==> config.mk <==
export PLATFORM = sky130hd
export DESIGN_NAME = pfd_tristate_ctrl
export DESIGN_NICKNAME = d
export VERILOG_FILES = /design/src/rtl/pfd_tristate_ctrl.sv
export SDC_FILE = /design/constraint.sdc
export NUM_CORES = 1
export LEC_CHECK = 0
export CELL_PAD_IN_SITES_DETAIL_PLACEMENT = 1
export CELL_PAD_IN_SITES_GLOBAL_PLACEMENT = 1
export CORE_ASPECT_RATIO = 0.75
export CORE_UTILIZATION = 33
export DETAILED_ROUTE_END_ITERATION = 10
export PLACE_DENSITY_LB_ADDON = 0.1
export SYNTH_ARGS = -nofsm -noshare
export SYNTH_HDL_FRONTEND = slang
export SYNTH_SLANG_ARGS = --single-unit
export TNS_END_PERCENT = 100
==> constraint.sdc <==
create_clock -name clk -period 2 [get_ports clk]
set_input_delay 0.6 -clock clk [delete_from_list [all_inputs] [get_ports clk]]
set_output_delay 0.6 -clock clk [all_outputs]
set_load 0.01 [all_outputs]
==> src/rtl/pfd_tristate_ctrl.sv <==
module pfd_tristate_ctrl #(
  parameter int CUR_W    = 3,
  parameter int RST_DLY  = 2,
  parameter int LOCK_THR = 4,
  parameter int LOCK_CNT = 16
) (
  input  logic             clk,
  input  logic             rst_n,
  input  logic             ref_pulse,
  input  logic             vco_pulse,
  input  logic             invert_pol,
  input  logic             standby,
  input  logic [CUR_W-1:0] ilevel_in,
  output logic             src_up,
  output logic             snk_dn,
  output logic             drive_en,
  output logic [CUR_W-1:0] ilevel_out,
  output logic             locked
);
  localparam int DLY_W  = $clog2(RST_DLY + 1);
  localparam int WID_W  = $clog2(LOCK_THR + 1);
  localparam int GOOD_W = $clog2(LOCK_CNT + 1);

  logic              ref_q, vco_q;
  logic              up_f, dn_f;
  logic [DLY_W-1:0]  dly;
  logic [WID_W-1:0]  wid;
  logic [GOOD_W-1:0] good;
  logic              lock_q;
  logic [CUR_W-1:0]  cur_q;

  logic ref_rise, vco_rise, both, clr, width_ok, last_good;
  assign ref_rise  = ref_pulse & ~ref_q;
  assign vco_rise  = vco_pulse & ~vco_q;
  assign both      = up_f & dn_f;
  assign clr       = both && (dly == DLY_W'(RST_DLY - 1));
  assign width_ok  = wid < WID_W'(LOCK_THR);
  assign last_good = good == GOOD_W'(LOCK_CNT - 1);

  always_ff @(posedge clk or negedge rst_n) begin
    if (!rst_n) begin
      ref_q  <= 1'b0;
      vco_q  <= 1'b0;
      up_f   <= 1'b0;
      dn_f   <= 1'b0;
      dly    <= '0;
      wid    <= '0;
      good   <= '0;
      lock_q <= 1'b0;
      cur_q  <= '0;
    end else begin
      ref_q <= ref_pulse;
      vco_q <= vco_pulse;
      if (standby) begin
        up_f   <= 1'b0;
        dn_f   <= 1'b0;
        dly    <= '0;
        wid    <= '0;
        good   <= '0;
        lock_q <= 1'b0;
      end else begin
        up_f <= (up_f & ~clr) | ref_rise;
        dn_f <= (dn_f & ~clr) | vco_rise;
        dly  <= (both && !clr) ? dly + 1'b1 : '0;
        if (clr)
          wid <= '0;
        else if ((up_f ^ dn_f) && wid != WID_W'(LOCK_THR))
          wid <= wid + 1'b1;
        if (clr) begin
          if (width_ok) begin
            good <= last_good ? good : good + 1'b1;
            if (last_good) lock_q <= 1'b1;
          end else begin
            good   <= '0;
            lock_q <= 1'b0;
          end
        end
      end
      if (!up_f && !dn_f) cur_q <= ilevel_in;
    end
  end

  assign src_up     = ~standby & (invert_pol ? dn_f : up_f);
  assign snk_dn     = ~standby & (invert_pol ? up_f : dn_f);
  assign drive_en   = src_up | snk_dn;
  assign ilevel_out = cur_q;
  assign locked     = lock_q;
endmodule

# After elaboration in Yosys (flattened, before gate mapping)
# Cells that the tools add are included.
[word_totals]
wordCells = 61
ff_bits = 18
out_inout_bits = 7
[classes]
order_cmp = 1
n_eq_ne = 5
mux = 17
n_addsub = 3
n_reduce_logical = 11
n_bitwise = 15
[op_table]
columns = ["cell", "count"]
rows = [
  ["$mux 5", 4],
  ["$mux 3", 3],
  ["$mux 1", 8],
  ["$and 1x1->1", 7],
  ["$ne 3x3->1 const B", 2],
  ["$add 5x1->5 const B", 1],
  ["$eq 5x4->1 const B", 1],
  ["$logic_and 1x1->1", 4],
  ["$mux 2", 2],
  ["$not 1->1", 4],
  ["$reduce_and 2->1", 2],
  ["$add 3x1->3 const B", 1],
  ["$logic_not 1->1", 3],
  ["$lt 3x3->1 const B", 1],
  ["$ne 3x2->1 const B", 1],
  ["$or 1x1->1", 3],
  ["$reduce_bool 3->1", 1],
  ["$add 2x1->2 const B", 1],
  ["$eq 2x1->1 const B", 1],
  ["$reduce_bool 2->1", 1],
  ["$xor 1x1->1", 1],
]

# Logic depth before layout (Yosys ltp)
[logic_depth]
ltp_word = 6
ltp_mapped = 6
depth_no_buf = 6

# Worst setup path before layout
# OpenSTA, ideal clock, no wires.
[synth_path]
path_type = "reg-to-reg"
startpoint = "register good[0]"
endpoint = "register good[3]"
period_less_slack_ps = 1759
setup_time_ps = 82
n_path_buf = 0
arrival_ps = 1676
slack_ps = 241
t_required_ps = 1918
path_stages_with_launch = 7
path_cell_list = "dfrtp_1 > ha_1 > and3_1 > ha_1 > nand4b_1 > or4_1 > a31oi_1"
[synth_via]
elab_chain_len = 5
[synth_lines]
columns = ["item", "line", "text"]
rows = [
  ["start, declared", "28", "logic [GOOD_W-1:0] good;"],
  ["start signal, assigned", "71", "good <= last_good ? good : good + 1'b1;"],
  ["$add 5x1->5", "71", ""],
  ["$mux 5", "71", ""],
  ["$mux 5", "70", "if (width_ok) begin"],
  ["$mux 5", "69", "if (clr) begin"],
  ["$mux 5", "54", "if (standby) begin"],
]
# Parallel ways exist; a longest one is shown, timed or not. The select of a mux whose other input is x is not followed.
# A chain may end at the register's enable or synchronous reset.

# Worst setup path after layout
[layout_path]
startpoint = "input port standby"
endpoint = "output port drive_en"
[layout_via]
elab_chain_len = 3
[layout_lines]
columns = ["item", "line", "text"]
rows = [
  ["start, declared", "12", "input logic standby,"],
  ["$not 1->1 *", "83, 84", ""],
  ["$and 1x1->1, on equally long branches", "83, 84", ""],
  ["$or 1x1->1 *", "85", "assign drive_en = src_up | snk_dn;"],
  ["end, declared", "16", "output logic drive_en,"],
]
# Every way passes the cells marked *; elsewhere a longest branch is shown, timed or not.

==> results.py <==
metrics = {
    "global_routing": {
        "antenna_found_initial": 0,
        "grt_overflow_total": 0,
        "grt_pass1_vias": 681,
        "grt_usage_pct": 14.1,
        "grt_max_degree": 19,
        "grt_pass1_wl_um": 3050,
    },
    "drt": {
        "via_per_inst": 5.04,
        "detail_route.iter0.violations": 10,
        "route.vias.total": 706,
        "first_pass_iters": 2,
        "wl_per_cell_um": 13.4,
        "ant_nets": 0,
        "drc": 0,
        "drt_wl_total_um": 1870,
    },
    "clock_network": {
        "clk_pin_slew_ps": 120,
        "worstSkewPairLatency_ps": 300,
        "post_cts_buffers": 0,
        "cts_root_buf": "clkbuf_4",
        "cts_inserted_buffers": 3,
        "cts_tree": "built",
        "cts_max_level": 1,
        "clockBufferDepth": 2,
        "clkSinkCount": 18,
    },
    "cells_and_area": {
        "num_antenna_cells": 0,
        "regArea_sq_um": 450,
        "num-fill-cells": 315,
        "drive_above_1_share_pct": 12.5,
        "areaGrowthSynthToFinish_pct": 25.1,
        "design_area_sq_um": 1130,
        "multi_input_area_sq_um": 415,
        "num-nets-final": 121,
    },
    "yosys": {
        "synthTopCellsByArea": "dfrtp_1, ha_1, a21oi_1, mux2_2, mux2i_1",
        "netlist_area_sq_um": 907,
        "yosysTopAreaCellShare_pct": 49.7,
        "yosys.area.top_type": "dfrtp_1",
        "seq_area_frac_synth_pct": 49.7,
        "async_reset_ff_share_pct": 100,
        "synthTopCellsByCount": "dfrtp_1, a21oi_1, ha_1, nor2_1, inv_1",
        "syn_inst": 85,
        "synth.most_common_cell": "dfrtp_1",
        "ys.flop_type": "dfrtp_1",
        "ys_ff_latch": 18,
        "synth.distinct_cells": 27,
        "synth_edf_count": 0,
        "syn_avg_cell_area_sq_um": 10.7,
        "synth_nets": 101,
        "synth_warnings": 0,
    },
    "place": {
        "post-place-ws_ps": -489,
        "place_hpwl_um": 1360,
        "port_buffers": 15,
        "gp_congestion": 0.720,
        "placed_area_sq_um": 1110,
    },
    "power": {
        "vdd_drop_max_mv": 0.520,
        "cellInternalPower_mw": 0.564,
        "power_density_nw_per_um2": 668,
        "switching_share_pct": 25.6,
        "p_leak_nw": 0.501,
        "seqPwrFrac_pct": 53.3,
        "power_switching_mw": 0.194,
        "clockPowerShare_pct": 30.8,
        "combPwrFrac_pct": 15.8,
    },
    "floorplanning": {
        "die-area_sq_um": 2960,
        "start_util_pct": 34.9,
        "core-area_sq_um": 2600,
        "rows": 16,
        "fp.dieH_um": 47.4,
        "pin_count": 16,
        "die_w_um": 62.5,
    },
    "worst_setup_path": {
        "worstSetupEndpointType": "output pin",
        "path_class": "input port to output pin",
        "rr_worst_depth": 6,
        "cp_data_arrival_time_ps": 1320,
        "startpoint_type": "input port",
        "rrSetupSlack_ps": 90,
        "worstPathMaxFanout": 7,
        "r2r-start": "good[0]",
        "r2r_end": "good[3]",
        "crit_required_ps": 1400,
    },
    "sta": {
        "period_share_pct": 96.1,
        "fin_skew_ps": 10.0,
        "period_needed_ps": 1920,
        "tightest_slew_ps": 328,
        "rsz0062_at_grt": "no",
        "finalHoldViolCount": 0,
        "finalWorstSetupSlack_ps": 77.6,
        "fmax_mhz": 520,
        "final_max_slew_viol_count": 0,
        "slew-limit-headroom_pct": 78.2,
        "setup_viol": 0,
    },
    "min_path": {
        "min_to": "dly[0]",
        "hp-class": "register to register",
        "min_path_cells": 1,
        "hp-start": "dly[0]",
    },
    "run": {
        "cap_viol_max_count": 0,
    },
    "run_status": {
        "outcome": "completed",
    },
}
==> repair_timing <==
item                                    CTS  global route
pin swaps                                 0             0
gates resized for setup                   6             3
hold buffers                              0             0
endpoints found under the setup margin    3             2
==> final cells by class <==
cell class,count,share of cell area (%)
timing repair buffer,18,14.6
inverter,6,1.98
clock buffer,4,3.20
sequential,18,39.7
tap,36,3.97
multi-input combinational,58,36.6
==> kinds of logic after synthesis <==
family | count (synthesis) | share of synthesized area, %
AO/OA/AOI/OAI | 15 | 9.10
XOR/XNOR | 1 | 0.966
adder cells (fa/ha/maj) | 7 | 9.65
buffers and inverters | 9 | 4.55
flip-flops | 18 | 49.7
multiplexers | 6 | 7.03
AND/OR/NAND/NOR | 29 | 19.0
==> registers in the layout (all words and copies together) (netlist names) <==
signal,cells
locked,1
wid,3
vco_q,1
up_f,1
ref_q,1
dn_f,1
dly,2
ilevel_out,3
good,5
==> placed cells by master, fill, tap and decap left out, types with 3 or more instances in the layout <==
master | netlist | final
or4_1 | 4 | 4
ha_1 | 7 | 7
nor2b_1 | 3 | 3
a21oi_1 | 8 | 8
nor2_1 | 7 | 7
dfrtp_1 | 18 | 18
clkbuf_4 | 0 | 3
nand2_1 | 3 | 3
mux2_2 | 3 | 3
inv_1 | 6 | 6
mux2i_1 | 3 | 3
o21ai_0 | 3 | 3
buf_4 | 0 | 3
clkdlybuf4s50_1 | 0 | 10
==> worst max path at each step <==
stage | from | to | slack (ps) | cells after the start
after detailed placement | standby | drive_en | -490 | 3
after global placement | standby | drive_en | -490 | 3
final | standby | drive_en | 80 | 3
after floorplan | good[0] | good[3] | 240 | 6
after CTS | invert_pol | snk_dn | 20 | 4
after global routing | good[0] | good[3] | 3 | 6
==> layer usage <==
metal / vias up / wire length [um] / part of all wire [%] / global-route usage, %
li1: 336 / - / - / -
met1: 354 / 873 / 47 / 16.4
met2: 14 / 872 / 47 / 25.2
met3: 2 / 108 / 5.8 / 6.07
met4: 0 / 15 / 0.80 / 2.79
met5: - / 0 / 0 / 0
==> per-stage QoR <==
step | hold WS [ps] | std cells | utilization (%) | power (mW) | TNS [ps]
4_1_cts | 445 | 140 | 43.7 | 0.772 | 0
3_3_place_gp | 427 | 136 | 42.5 | 0.533 | -1390
2_1_floorplan | 304 | 85 | - | 0.470 | 0
5_1_grt | 466 | 140 | 43.6 | 0.803 | 0
6_report | 441 | 140 | 43.6 | 0.759 | 0
3_5_place_dp | 428 | 136 | 42.5 | 0.539 | -1410
==> power by group through the flow <==
stage,Sequential [mW],Combinational (mW),Clock [mW]
after CTS,0.405,0.123,0.243
after global placement,0.411,0.123,0
after floorplan,0.411,0.0592,0
final,0.405,0.120,0.234
after global routing,0.409,0.133,0.262
after detailed placement,0.412,0.126,0
==> critical path, cell delays in order <==
cell and delay (ps):
dlygate4sd2_1 310, a21oi_1 140, clkdlybuf4s15_1 270
Power figures use the tool's default switching activity.
